[src/rtl/pl1_pkg.sv]
package pl1_pkg;
    typedef enum logic [1:0] {
        W_INV = 2'd0,
        W_VAL = 2'd1,
        W_REG = 2'd2
    } wstate_t;

    typedef enum logic [1:0] {
        L2_READ      = 2'd0,
        L2_REGISTER  = 2'd1,
        L2_WRITEBACK = 2'd2
    } l2op_t;

    typedef enum logic [2:0] {
        AOP_NONE,
        AOP_FILL,
        AOP_WRITE,
        AOP_TOUCH,
        AOP_INVAL,
        AOP_LINECLR
    } arr_op_t;

    typedef enum logic [2:0] {
        C_IDLE,
        C_LOOKUP,
        C_FILL,
        C_EVICT,
        C_SWEEP,
        C_DRAIN
    } ctrl_state_t;
endpackage

[src/rtl/pl1_word_array.sv]
module pl1_word_array
    import pl1_pkg::*;
#(
    parameter int LINES  = 8,
    parameter int WPL    = 4,
    parameter int DATA_W = 32,
    parameter int REG_W  = 3,
    localparam int NW    = LINES * WPL,
    localparam int IW    = $clog2(NW),
    localparam int OFF_W = $clog2(WPL)
) (
    input  logic              clk,
    input  logic              rst_n,
    input  arr_op_t           op,
    input  logic [IW-1:0]     op_idx,
    input  logic [DATA_W-1:0] op_data,
    input  logic [REG_W-1:0]  op_region,
    input  logic              clr_touched,
    input  logic [IW-1:0]     rd_idx,
    output wstate_t           rd_state,
    output logic [DATA_W-1:0] rd_data,
    output logic [REG_W-1:0]  rd_region,
    output logic              rd_touched
);
    wstate_t             st_q  [NW];
    logic [DATA_W-1:0]   dat_q [NW];
    logic [REG_W-1:0]    rgn_q [NW];
    logic [NW-1:0]       tch_q;
    logic [IW-1:0]       line_base;

    assign line_base = {op_idx[IW-1:OFF_W], {OFF_W{1'b0}}};

    always_ff @(posedge clk or negedge rst_n) begin
        if (!rst_n) begin
            for (int i = 0; i < NW; i++) begin
                st_q[i]  <= W_INV;
                dat_q[i] <= '0;
                rgn_q[i] <= '0;
            end
            tch_q <= '0;
        end else begin
            if (clr_touched) tch_q <= '0;
            unique case (op)
                AOP_FILL: begin
                    st_q[op_idx]  <= W_VAL;
                    dat_q[op_idx] <= op_data;
                    rgn_q[op_idx] <= op_region;
                    tch_q[op_idx] <= 1'b1;
                end
                AOP_WRITE: begin
                    st_q[op_idx]  <= W_REG;
                    dat_q[op_idx] <= op_data;
                    rgn_q[op_idx] <= op_region;
                end
                AOP_TOUCH: tch_q[op_idx] <= 1'b1;
                AOP_INVAL: st_q[op_idx] <= W_INV;
                AOP_LINECLR: begin
                    for (int o = 0; o < WPL; o++) begin
                        st_q[line_base + IW'(o)]  <= W_INV;
                        tch_q[line_base + IW'(o)] <= 1'b0;
                    end
                end
                default: ;
            endcase
        end
    end

    assign rd_state   = st_q[rd_idx];
    assign rd_data    = dat_q[rd_idx];
    assign rd_region  = rgn_q[rd_idx];
    assign rd_touched = tch_q[rd_idx];

    // a write leaves the word Registered
    assert_write_sets_reg_R3: assert property (@(posedge clk) disable iff (!rst_n)
        (op == AOP_WRITE) |=> (st_q[$past(op_idx)] == W_REG));

    // the sweep only invalidates words that are Valid
    assert_inval_was_valid_R6: assert property (@(posedge clk) disable iff (!rst_n)
        (op == AOP_INVAL) |-> (st_q[op_idx] == W_VAL));
endmodule

[src/rtl/pl1_tag_array.sv]
module pl1_tag_array #(
    parameter int LINES = 8,
    parameter int TAG_W = 7,
    localparam int IDX_W = $clog2(LINES)
) (
    input  logic             clk,
    input  logic             rst_n,
    input  logic [IDX_W-1:0] lk_idx,
    input  logic [TAG_W-1:0] lk_tag,
    input  logic             set_en,
    output logic             lk_hit,
    output logic [TAG_W-1:0] lk_old_tag
);
    logic [TAG_W-1:0] tag_q [LINES];
    logic [LINES-1:0] vld_q;

    always_ff @(posedge clk or negedge rst_n) begin
        if (!rst_n) begin
            for (int i = 0; i < LINES; i++) tag_q[i] <= '0;
            vld_q <= '0;
        end else if (set_en) begin
            tag_q[lk_idx] <= lk_tag;
            vld_q[lk_idx] <= 1'b1;
        end
    end

    assign lk_old_tag = tag_q[lk_idx];
    assign lk_hit     = vld_q[lk_idx] && (tag_q[lk_idx] == lk_tag);
endmodule

[src/rtl/pl1_reg_tracker.sv]
module pl1_reg_tracker #(
    parameter int MAX_OUT = 8,
    localparam int CW = $clog2(MAX_OUT + 1)
) (
    input  logic clk,
    input  logic rst_n,
    input  logic inc,
    input  logic ack,
    output logic pending,
    output logic full
);
    logic [CW-1:0] cnt_q;

    always_ff @(posedge clk or negedge rst_n) begin
        if (!rst_n) cnt_q <= '0;
        else if (inc && !ack) cnt_q <= cnt_q + 1'b1;
        else if (ack && !inc) cnt_q <= cnt_q - 1'b1;
    end

    assign pending = (cnt_q != '0);
    assign full    = (cnt_q == CW'(MAX_OUT));

    // no registration is issued beyond the tracker capacity
    assert_no_overflow_R3: assert property (@(posedge clk) disable iff (!rst_n)
        inc |-> (!full || ack));

    // an acknowledgement always matches an outstanding registration
    assert_no_underflow_R8: assert property (@(posedge clk) disable iff (!rst_n)
        (ack && !inc) |-> pending);
endmodule

[src/rtl/phase_l1_ctrl.sv]
module phase_l1_ctrl
    import pl1_pkg::*;
#(
    parameter int ADDR_W  = 12,
    parameter int DATA_W  = 32,
    parameter int LINES   = 8,
    parameter int WPL     = 4,
    parameter int REGIONS = 8,
    parameter int MAX_OUT = 8
) (
    input  logic                       clk,
    input  logic                       rst_n,
    input  logic                       req_valid,
    output logic                       req_ready,
    input  logic                       req_write,
    input  logic [ADDR_W-1:0]          req_addr,
    input  logic [DATA_W-1:0]          req_wdata,
    input  logic [$clog2(REGIONS)-1:0] req_region,
    output logic                       resp_valid,
    output logic [DATA_W-1:0]          resp_rdata,
    input  logic                       phase_end,
    input  logic [REGIONS-1:0]         wr_regions,
    output logic                       phase_done,
    output logic                       l2_req_valid,
    output logic [1:0]                 l2_req_op,
    output logic [ADDR_W-1:0]          l2_req_addr,
    output logic [DATA_W-1:0]          l2_req_data,
    input  logic                       l2_rsp_valid,
    input  logic [DATA_W-1:0]          l2_rsp_data,
    input  logic                       l2_ack
);
    localparam int OFF_W = $clog2(WPL);
    localparam int IDX_W = $clog2(LINES);
    localparam int TAG_W = ADDR_W - IDX_W - OFF_W;
    localparam int NW    = LINES * WPL;
    localparam int IW    = $clog2(NW);
    localparam int REG_W = $clog2(REGIONS);

    ctrl_state_t        state_q, state_d;
    logic               rq_write;
    logic [ADDR_W-1:0]  rq_addr;
    logic [DATA_W-1:0]  rq_wdata;
    logic [REG_W-1:0]   rq_region;
    logic [IW-1:0]      ptr_q, ptr_d;
    logic [REGIONS-1:0] mask_q;
    logic               resp_valid_q;
    logic [DATA_W-1:0]  resp_data_q;
    logic               done_q;
    logic               l2v_q;
    l2op_t              l2op_q;
    logic [ADDR_W-1:0]  l2addr_q;
    logic [DATA_W-1:0]  l2data_q;

    logic [IDX_W-1:0]   idx;
    logic [OFF_W-1:0]   off;
    logic [TAG_W-1:0]   tag;
    logic [IW-1:0]      arr_rd_idx;

    arr_op_t            aop;
    logic [DATA_W-1:0]  aop_data;
    logic               clr_t;
    wstate_t            rd_state;
    logic [DATA_W-1:0]  rd_data;
    logic [REG_W-1:0]   rd_region;
    logic               rd_touched;

    logic               lk_hit;
    logic [TAG_W-1:0]   lk_old_tag;
    logic               tag_set;

    logic               reg_inc;
    logic               regs_pending;
    logic               regs_full;

    logic               accept;
    logic               iss_valid;
    l2op_t              iss_op;
    logic [ADDR_W-1:0]  iss_addr;
    logic [DATA_W-1:0]  iss_data;
    logic               resp_set;
    logic [DATA_W-1:0]  resp_dat;
    logic               done_set;

    assign off = rq_addr[OFF_W-1:0];
    assign idx = rq_addr[OFF_W +: IDX_W];
    assign tag = rq_addr[ADDR_W-1 -: TAG_W];

    always_comb begin
        unique case (state_q)
            C_SWEEP: arr_rd_idx = ptr_q;
            C_EVICT: arr_rd_idx = {idx, ptr_q[OFF_W-1:0]};
            default: arr_rd_idx = {idx, off};
        endcase
    end

    pl1_word_array #(
        .LINES(LINES), .WPL(WPL), .DATA_W(DATA_W), .REG_W(REG_W)
    ) u_words (
        .clk(clk), .rst_n(rst_n),
        .op(aop), .op_idx(arr_rd_idx), .op_data(aop_data), .op_region(rq_region),
        .clr_touched(clr_t),
        .rd_idx(arr_rd_idx), .rd_state(rd_state), .rd_data(rd_data),
        .rd_region(rd_region), .rd_touched(rd_touched)
    );

    pl1_tag_array #(.LINES(LINES), .TAG_W(TAG_W)) u_tags (
        .clk(clk), .rst_n(rst_n),
        .lk_idx(idx), .lk_tag(tag), .set_en(tag_set),
        .lk_hit(lk_hit), .lk_old_tag(lk_old_tag)
    );

    pl1_reg_tracker #(.MAX_OUT(MAX_OUT)) u_track (
        .clk(clk), .rst_n(rst_n),
        .inc(reg_inc), .ack(l2_ack),
        .pending(regs_pending), .full(regs_full)
    );

    assign req_ready = (state_q == C_IDLE) && !phase_end;

    // transition and control decode
    always_comb begin
        state_d   = state_q;
        ptr_d     = ptr_q;
        accept    = 1'b0;
        aop       = AOP_NONE;
        aop_data  = rq_wdata;
        clr_t     = 1'b0;
        tag_set   = 1'b0;
        reg_inc   = 1'b0;
        iss_valid = 1'b0;
        iss_op    = L2_READ;
        iss_addr  = rq_addr;
        iss_data  = rq_wdata;
        resp_set  = 1'b0;
        resp_dat  = rq_wdata;
        done_set  = 1'b0;
        unique case (state_q)
            C_IDLE: begin
                if (phase_end) begin
                    state_d = C_SWEEP;
                    ptr_d   = '0;
                end else if (req_valid) begin
                    accept  = 1'b1;
                    state_d = C_LOOKUP;
                end
            end
            C_LOOKUP: begin
                if (!lk_hit) begin
                    state_d = C_EVICT;
                    ptr_d   = '0;
                end else if (rq_write) begin
                    if (rd_state == W_REG) begin
                        aop      = AOP_WRITE;
                        resp_set = 1'b1;
                        state_d  = C_IDLE;
                    end else if (!regs_full) begin
                        aop       = AOP_WRITE;
                        iss_valid = 1'b1;
                        iss_op    = L2_REGISTER;
                        reg_inc   = 1'b1;
                        resp_set  = 1'b1;
                        state_d   = C_IDLE;
                    end
                end else if (rd_state != W_INV) begin
                    aop      = AOP_TOUCH;
                    resp_set = 1'b1;
                    resp_dat = rd_data;
                    state_d  = C_IDLE;
                end else begin
                    iss_valid = 1'b1;
                    iss_op    = L2_READ;
                    state_d   = C_FILL;
                end
            end
            C_FILL: begin
                if (l2_rsp_valid) begin
                    aop      = AOP_FILL;
                    aop_data = l2_rsp_data;
                    resp_set = 1'b1;
                    resp_dat = l2_rsp_data;
                    state_d  = C_IDLE;
                end
            end
            C_EVICT: begin
                if (rd_state == W_REG) begin
                    iss_valid = 1'b1;
                    iss_op    = L2_WRITEBACK;
                    iss_addr  = {lk_old_tag, idx, ptr_q[OFF_W-1:0]};
                    iss_data  = rd_data;
                end
                ptr_d = ptr_q + 1'b1;
                if (ptr_q[OFF_W-1:0] == OFF_W'(WPL - 1)) begin
                    aop     = AOP_LINECLR;
                    tag_set = 1'b1;
                    state_d = C_LOOKUP;
                end
            end
            C_SWEEP: begin
                if (rd_state == W_VAL && mask_q[rd_region] && !rd_touched)
                    aop = AOP_INVAL;
                ptr_d = ptr_q + 1'b1;
                if (ptr_q == IW'(NW - 1)) state_d = C_DRAIN;
            end
            C_DRAIN: begin
                if (!regs_pending) begin
                    done_set = 1'b1;
                    clr_t    = 1'b1;
                    state_d  = C_IDLE;
                end
            end
            default: state_d = C_IDLE;
        endcase
    end

    // state register
    always_ff @(posedge clk or negedge rst_n) begin
        if (!rst_n) begin
            state_q <= C_IDLE;
            ptr_q   <= '0;
        end else begin
            state_q <= state_d;
            ptr_q   <= ptr_d;
        end
    end

    // registered outputs and latched request
    always_ff @(posedge clk or negedge rst_n) begin
        if (!rst_n) begin
            rq_write     <= 1'b0;
            rq_addr      <= '0;
            rq_wdata     <= '0;
            rq_region    <= '0;
            mask_q       <= '0;
            resp_valid_q <= 1'b0;
            resp_data_q  <= '0;
            done_q       <= 1'b0;
            l2v_q        <= 1'b0;
            l2op_q       <= L2_READ;
            l2addr_q     <= '0;
            l2data_q     <= '0;
        end else begin
            if (accept) begin
                rq_write  <= req_write;
                rq_addr   <= req_addr;
                rq_wdata  <= req_wdata;
                rq_region <= req_region;
            end
            if (state_q == C_IDLE && phase_end) mask_q <= wr_regions;
            resp_valid_q <= resp_set;
            if (resp_set) resp_data_q <= resp_dat;
            done_q <= done_set;
            l2v_q  <= iss_valid;
            if (iss_valid) begin
                l2op_q   <= iss_op;
                l2addr_q <= iss_addr;
                l2data_q <= iss_data;
            end
        end
    end

    assign resp_valid   = resp_valid_q;
    assign resp_rdata   = resp_data_q;
    assign phase_done   = done_q;
    assign l2_req_valid = l2v_q;
    assign l2_req_op    = l2op_q;
    assign l2_req_addr  = l2addr_q;
    assign l2_req_data  = l2data_q;

    // phase completion only with no registration outstanding
    assert_done_after_acks_R8: assert property (@(posedge clk) disable iff (!rst_n)
        phase_done |-> !regs_pending);

    // completion is a single-cycle pulse
    assert_done_pulse_R8: assert property (@(posedge clk) disable iff (!rst_n)
        phase_done |=> !phase_done);

    // a read miss issues one request and then waits for its fill
    assert_read_then_quiet_R2: assert property (@(posedge clk) disable iff (!rst_n)
        (l2_req_valid && l2_req_op == 2'd0) |=> !l2_req_valid);
endmodule

[config.mk]
export PLATFORM = sky130hd
export DESIGN_NAME = phase_l1_ctrl
export DESIGN_NICKNAME = d
export VERILOG_FILES = /design/src/rtl/pl1_pkg.sv /design/src/rtl/pl1_word_array.sv /design/src/rtl/pl1_tag_array.sv /design/src/rtl/pl1_reg_tracker.sv /design/src/rtl/phase_l1_ctrl.sv
export SDC_FILE = /design/constraint.sdc
export NUM_CORES = 2
export LEC_CHECK = 0
export BUFFER_PORTS_ARGS = -buffer_cell sky130_fd_sc_hd__clkbuf_2
export CORE_UTILIZATION = 60
export CTS_CLUSTER_DIAMETER = 200
export DETAILED_ROUTE_END_ITERATION = 10
export PLACE_DENSITY = 0.87
export RECOVER_POWER = 25
export SYNTH_ARGS = -nofsm -noshare
export SYNTH_HDL_FRONTEND = slang
export SYNTH_SLANG_ARGS = --single-unit
[constraint.sdc]
create_clock -name clk -period 5.1 [get_ports clk]
set_input_delay 0.255 -clock clk [delete_from_list [all_inputs] [get_ports clk]]
set_output_delay 0.255 -clock clk [all_outputs]
set_load 0.02 [all_outputs]
# [Word level (Yosys, flattened, before mapping)]
# Index checks and enable logic that the tools add are counted.
[word_totals] reg_bits=1429 output_inout_bits=82
[classes] n_reduce_logical=34 add_sub_neg=6 mux=118 eq_ne=24 n_lt_le_gt_ge=25 n_bitwise=32
[op_table] operator="$bwmux W1024" n=1
[op_table] operator="$mux W32" n=11
[op_table] operator="$and A64 B64 Y64" n=5
[op_table] operator="$not A64 Y64" n=5
[op_table] operator="$pmux W64 S4" n=1
[op_table] operator="$and A32 B32 Y32" n=6
[op_table] operator="$bmux W32 S5" n=1
[op_table] operator="$demux W32 S5" n=1
[op_table] operator="$not A32 Y32" n=5
[op_table] operator="$pmux W32 S2" n=2
[op_table] operator="$bwmux W96" n=1
[op_table] operator="$or A32 B32 Y32" n=3
[op_table] operator="$bwmux W56" n=1
[op_table] operator="$mux W3" n=17
[op_table] operator="$demux W2 S5" n=5
[op_table] operator="$mux W1" n=33
[op_table] operator="$not A29 Y32" n=1
[op_table] operator="$ge A6 B6 Y1 const B" n=5
[op_table] operator="$lt A5 B6 Y1 const B" n=5
[op_table] operator="$lt A6 B1 Y1 const B" n=5
[op_table] operator="$not A5 Y6" n=5
[op_table] operator="$mux W2" n=14
[op_table] operator="$ge A5 B1 Y1 const B" n=5
[op_table] operator="$mux W12" n=2
[op_table] operator="other kinds (48)" n=99

# [Longest topological paths before layout]
[logic_depth] depth_word=15 depth_mapped=22 ltp_nobuf=17

# [Cells and area by module]
# Synthesis repeated with hierarchy kept, for this count alone.
[hier_totals] cells_unflattened=5214 hier_area_um2=68006.5
[modules_own_cells] mod="pl1_word_array" instances=1 seq_area_each_um2=30429.2 area_per_inst_um2=57246.2 cells_each=4384
[modules_own_cells] mod="phase_l1_ctrl" instances=1 seq_area_each_um2=3628.5 area_per_inst_um2=7374.6 cells_each=578
[modules_own_cells] mod="pl1_tag_array" instances=1 seq_area_each_um2=1601.5 area_per_inst_um2=3061.7 cells_each=221
[modules_own_cells] mod="pl1_reg_tracker" instances=1 seq_area_each_um2=100.1 area_per_inst_um2=324.1 cells_each=31

# [Least setup slack after synthesis]
# Ideal clock, no wire load.
[synth_timing] kind="reg2reg" from="reg state_q[0]" to="reg u_track.cnt_q[3]" synth_period_minus_slack_ns=4.028 path_stages_with_launch=21 path_slack_ns=1.072 n_path_buf=3 setup_ns=0.127 required_ns=4.973 t_arrival_ns=3.901 path_cell_list="dfrtp_1 or3b_1 buf_2 o32a_1 buf_4 nand2_2 buf_4 mux2_2 a222oi_1 a22oi_1 o221ai_2 nor2b_1 and3_1 ha_1 inv_1 ha_1 a21o_1 a21oi_1 xnor2_1 nor2_1 xor2_1"
[synth_between] elab_chain_cells=14
[synth_rtl] element="start, declared" line="phase_l1_ctrl.sv:39" rtl="ctrl_state_t state_q, state_d;"
[synth_rtl] element="start signal, assigned" line="phase_l1_ctrl.sv:221" rtl="state_q <= state_d;"
[synth_rtl] element="$eq A3 B2 Y1 / $eq A3 B3 Y1 (equally long branches)" line="phase_l1_ctrl.sv:89" rtl="unique case (state_q)"
[synth_rtl] element="$pmux W5 S2" line="phase_l1_ctrl.sv:89"
[synth_rtl] element="$not A5 Y6 (not written as such)" line="pl1_word_array.sv:68" rtl="assign rd_state = st_q[rd_idx];"
[synth_rtl] element="$bmux W2 S5" line="pl1_word_array.sv:68"
[synth_rtl] element="$mux W2 (not written as such) (2 in series)" line="pl1_word_array.sv:68"
[synth_rtl] element="$eq A2 B2 Y1" line="phase_l1_ctrl.sv:152" rtl="if (rd_state == W_REG) begin"
[synth_rtl] element="$mux W1" line="phase_l1_ctrl.sv:152"
[synth_rtl] element="$mux W1" line="phase_l1_ctrl.sv:151" rtl="end else if (rq_write) begin"
[synth_rtl] element="$mux W1" line="phase_l1_ctrl.sv:148" rtl="if (!lk_hit) begin"
[synth_rtl] element="$mux W1 *" line="phase_l1_ctrl.sv:137" rtl="unique case (state_q)"
[synth_rtl] element="$logic_not A1 Y1" line="pl1_reg_tracker.sv:17" rtl="else if (ack && !inc) cnt_q <= cnt_q - 1'b1;"
[synth_rtl] element="$logic_and A1 B1 Y1" line="pl1_reg_tracker.sv:17"
[synth_rtl] element="$reduce_bool A2 Y1 (no source line)"
[synth_rtl] element="end signal, assigned" line="pl1_reg_tracker.sv:16" rtl="else if (inc && !ack) cnt_q <= cnt_q + 1'b1;"
[synth_rtl] element="end signal, assigned" line="pl1_reg_tracker.sv:17"
[synth_rtl] element="end, declared" line="pl1_reg_tracker.sv:12" rtl="logic [CW-1:0] cnt_q;"
# Every way passes the cells marked *; elsewhere a longest branch is shown, timed or not. The select of a mux whose other input is x is not followed.
# A chain may end at the register's enable or synchronous reset.

# [Worst setup path after layout]
[layout_timing] from="reg state_q[2]" to="reg u_words.dat_q[918] (netlist name)"
[layout_between] elab_chain_cells=14
[layout_rtl] element="$eq A3 B2 Y1 / $eq A3 B3 Y1 (equally long branches)" line="phase_l1_ctrl.sv:89, phase_l1_ctrl.sv:137"
[layout_rtl] element="$pmux W5 S2" line="phase_l1_ctrl.sv:89"
[layout_rtl] element="$not A5 Y6 (not written as such)"
[layout_rtl] element="$bmux W3 S5" line="pl1_word_array.sv:70" rtl="assign rd_region = rgn_q[rd_idx];"
[layout_rtl] element="$mux W3 (not written as such) (2 in series)" line="pl1_word_array.sv:70"
[layout_rtl] element="$bmux W1 S3" line="phase_l1_ctrl.sv:199" rtl="if (rd_state == W_VAL && mask_q[rd_region] && !rd_touched)"
[layout_rtl] element="$mux W1 (not written as such)" line="phase_l1_ctrl.sv:199"
[layout_rtl] element="$logic_and A1 B1 Y1 (2 in series)" line="phase_l1_ctrl.sv:199"
[layout_rtl] element="$mux W3" line="phase_l1_ctrl.sv:199"
[layout_rtl] element="$pmux W3 S4" line="phase_l1_ctrl.sv:137"
[layout_rtl] element="$eq A3 B2 Y1 / $eq A3 B1 Y1 (equally long branches)" line="pl1_word_array.sv:43" rtl="unique case (op)"
[layout_rtl] element="$reduce_or A2 Y1 (no source line)"
[layout_rtl] element="end signal, assigned by index" line="pl1_word_array.sv:46" rtl="dat_q[op_idx] <= op_data;"
[layout_rtl] element="end signal, assigned by index" line="pl1_word_array.sv:52" rtl="dat_q[op_idx] <= op_data;"
[layout_rtl] element="end, declared" line="pl1_word_array.sv:26" rtl="logic [DATA_W-1:0] dat_q [NW];"
# Parallel ways exist; a longest one is shown, timed or not. The select of a mux whose other input is x is not followed.

==> impl_metrics.py <==
metrics = {
    "outcome": {
        "status": "finished with violations",
        "violations": "capacitance limit, slew limit",
    },
    "worst_setup_path": {
        "slowest_stage": "or4b_1",
        "cpPeakStageDelay_ps": 550,
        "rr_worst_depth": 14,
        "cp-start-kind": "flip-flop",
        "cp_common_cell": "buf_4",
        "r2r_setup_slack_ps": 120,
        "rr_startpoint": "state_q[2]",
        "worst_setup_path_end_kind": "flip-flop",
        "cp.required_ps": 5780,
        "worstPathMaxFanout": 36,
        "cp.arrival_ps": 5670,
        "crit_chain": "or3b_1 -> buf_4 -> or4b_1 -> o21ai_4 -> a222oi_1 -> a22oi_1 -> o221ai_2 -> a311oi_4 -> buf_6 -> nor2_2 -> nor3_2 -> buf_4 -> nor2_1 -> a21oi_1",
        "crit_path_start": "state_q[2]",
        "regToRegEndpoint": "u_words.dat_q[918]",
        "critPathCapture": "u_words.dat_q[918]",
        "worstSetupPathType": "flip-flop to flip-flop",
    },
    "run": {
        "cap_violations": 1,
    },
    "yosys": {
        "syn_inst": 7284,
        "yosys_warnings": 0,
        "syn_area_mm2": 0.06512,
        "seq_area_frac_synth": 0.5492,
        "avgSynthCellArea_um2": 8.940,
        "synthArstFlopShare": 1.000,
        "ys_ff_latch": 1429,
        "postSynthNetCount": 7384,
        "synth-edff-count": 0,
        "synth_cell_types": 76,
        "ys.flop_type": "dfrtp_1",
    },
    "timing": {
        "tightest_slew_ps": 4452,
        "finalClockSkew_ps": 33.54,
        "hold_viol": 0,
        "slew_viol_final": 149,
        "setup_viol": 0,
        "layout_worst_path_cycle_share": 0.9773,
        "max_clock_freq_mhz": 200.6,
        "rsz0062_at_grt": "true",
        "slew_headroom": -1.968,
        "min_period_ps": 4984,
    },
    "layout": {
        "num-nets-final": 7333,
        "seqCellArea_mm2": 0.03576,
        "area_growth_pct": 12.58,
        "multiInputGateArea_mm2": 0.02699,
        "post-route-util": 0.6828,
        "n_fill_cell": 7389,
        "drive_above_1_share": 0.1192,
    },
    "detailed_routing": {
        "routed_wirelength_um": 220000,
        "wire_per_inst_um": 25.14,
        "via_per_inst": 6.754,
        "firstDrtPassIters": 10,
        "drt_iter0_drc": 9937,
        "vias": 59090,
        "drc": 0,
        "ant_nets": 0,
    },
    "die": {
        "die_h_um": 331.4,
        "dieArea_mm2": 0.1098,
        "io_pins": 176,
        "start_util": 0.6066,
        "core_mm2": 0.1074,
        "die_x_um": 331.4,
        "rows": 120,
    },
    "placement": {
        "io_buffers": 175,
        "dp_hpwl_um": 124700,
        "gp_congestion": 0.9266,
    },
    "clock_tree": {
        "cts_tree": "built",
        "cts_buffers": 142,
        "cts.sinks": 1429,
        "htreeDepth": 4,
        "clk_latency_ps": 790,
        "path_clk_slew_ps": 60,
        "clockRootBuffer": "clkbuf_16",
        "post-cts-setup-buffers": 0,
        "clk_path_buf_depth": 3,
    },
    "worst_hold_path": {
        "hold_path.class": "input port to flip-flop",
    },
    "global_route": {
        "grt_overflow": 0,
        "grt_antenna_before_repair": 7,
        "grt_pass1_wl_um": 335400,
        "grt_max_degree": 172,
        "grt_pass1_vias": 57280,
        "grt_use_total": 0.3952,
    },
    "power": {
        "power_density_mw_per_mm2": 682.6,
        "totalPowerFinal_mw": 50.04,
        "ir_drop_v": 0.0008352,
        "p_leak_nw": 32.37,
    },
}
## how the worst min path moves through the flow
stage / start / to / cells after the start
2_1_floorplan: rst_n / l2_req_addr[0] / 0
3_3_place_gp: rst_n / rq_wdata[4] / 1
3_5_place_dp: rst_n / u_words.dat_q[712] / 1
4_1_cts: l2_rsp_data[21] / resp_rdata[21] / 4
5_1_grt: l2_rsp_data[6] / resp_rdata[6] / 4
6_report: l2_rsp_data[21] / resp_rdata[21] / 4
## logic make-up (layout without fill, tap and decap cells)
| logic type | Yosys count | in the layout | synth area share |
|---|---|---|---|
| compound gates | 1789 | 1789 | 0.1576 |
| xor+xnor | 11 | 11 | 0.001480 |
| fa+ha+maj | 6 | 6 | 0.001268 |
| buf+inv | 738 | 797 | 0.04675 |
| flops | 1429 | 1429 | 0.5492 |
| mux | 309 | 309 | 0.05305 |
| other cells | 0 | 3 | 0 |
| simple gates | 3002 | 3002 | 0.1907 |
## report_power, final
group          switching, mW  total, mW  leakage [nW]  internal (mW)
Sequential              2.64       17.6          19.2           14.9
Combinational           15.8       21.8          10.8           6.04
Clock                   4.69       10.6          2.32           5.96
Total                   23.1       50.0          32.4           26.9
## placed cells by master, fill, tap and decap left out, drive strengths merged, types with 8 or more instances in the layout
cell and count:
nand2 1938, dfrtp 1429, o21ai 812, nor2 489
a21oi 469, clkbuf 387, nand3 308, mux2 249
buf 217, a31oi 183, and3 145, a311oi 133
dlygate4sd3 85, inv 66, mux2i 56, o211ai 38
clkinv 35, and4 34, o22ai 32, a22oi 28
nor3 25, a32oi 19, a211oi 14, nor2b 8
and2 8, or2 8
## metrics by stage
stage | TNS, ps | worst slack, ps | hold slack (ps) | std cells | area [µm²]
after floorplan | 0 | 1072 | -40.59 | 7284 | 65120
after global placement | 0 | 255.6 | 397.8 | 8407 | 67880
after detailed placement | 0 | 264.8 | 409.0 | 8407 | 67880
after CTS | 0 | 167.5 | 1.380 | 8746 | 73460
after global routing | -3007 | -66.43 | 43.74 | 8747 | 73300
final | 0 | 115.9 | 43.28 | 8749 | 73310
## synth_stat cells (all sizes together) (7+ instances only)
library cell  count  area (µm²)
nand2          1938        7277
dfrtp          1429       35760
o21ai           812        4083
nor2            489        1838
a21oi           469        2351
clkbuf          451        1693
nand3           308        1541
mux2            249        2804
buf             227        1126
a31oi           183        1145
and3            145       907.1
a311oi          133        1177
inv              60       225.2
mux2i            56       560.5
o211ai           38       285.3
and4             34       297.8
o22ai            32       200.2
a22oi            28       210.2
nor3             25       125.1
a32oi            19       166.4
a211oi           14       110.1
and2              8       50.05
nor2b             8       50.05
or2               8       50.05
a21boi            7       52.55
nand2b            7       43.79
nand4             7       43.79
xor2              7       61.31
## cell type report
cell class,count,share of cell area
flip-flops and latches,1429,0.4878
multi-input cells,5117,0.3682
clock buffers,206,0.05641
repair buffers,483,0.05249
well taps,1403,0.02395
clock inverters,48,0.008005
inverters,60,0.003072
diodes,3,0.0001024
## layer usage
metal  up-vias  global-route usage  part of all wire
li1      24750                   -                 -
met3      1221              0.1193              0.14
met5         -                   0           0.00039
met1     28270              0.5042              0.34
met4        10              0.2634             0.073
met2      4843              0.5852              0.44
## critical path, delay by kind of cell (launching register included)
kind | cells | cell delay (ps)
flops | 1 | 520
simple gates | 5 | 1590
compound gates | 6 | 1690
buf+inv | 3 | 1060
## flip-flops by register name, indices dropped and copies added, names as in the netlist
| name | count |
|---|---|
| phase_done | 1 |
| mask_q | 8 |
| u_tags.tag_q | 56 |
| rq_region | 3 |
| rq_write | 1 |
| resp_valid | 1 |
| ptr_q | 5 |
| u_words.dat_q | 1024 |
| u_words.rgn_q | 96 |
| state_q | 3 |
| u_words.tch_q | 32 |
| l2_req_valid | 1 |
| u_words.st_q | 64 |
| resp_rdata | 32 |
| u_track.cnt_q | 4 |
| rq_addr | 12 |
| l2_req_op | 2 |
| rq_wdata | 32 |
| l2_req_addr | 12 |
| u_tags.vld_q | 8 |
| l2_req_data | 32 |
## timing repair
action / in CTS / in global routing
resized for setup: 0 / 5
endpoints found under the hold margin: 224 / 0
hold buffers: 85 / 0
endpoints found under the setup margin: 0 / 20
Note: power is estimated with default switching activity, not from simulation.
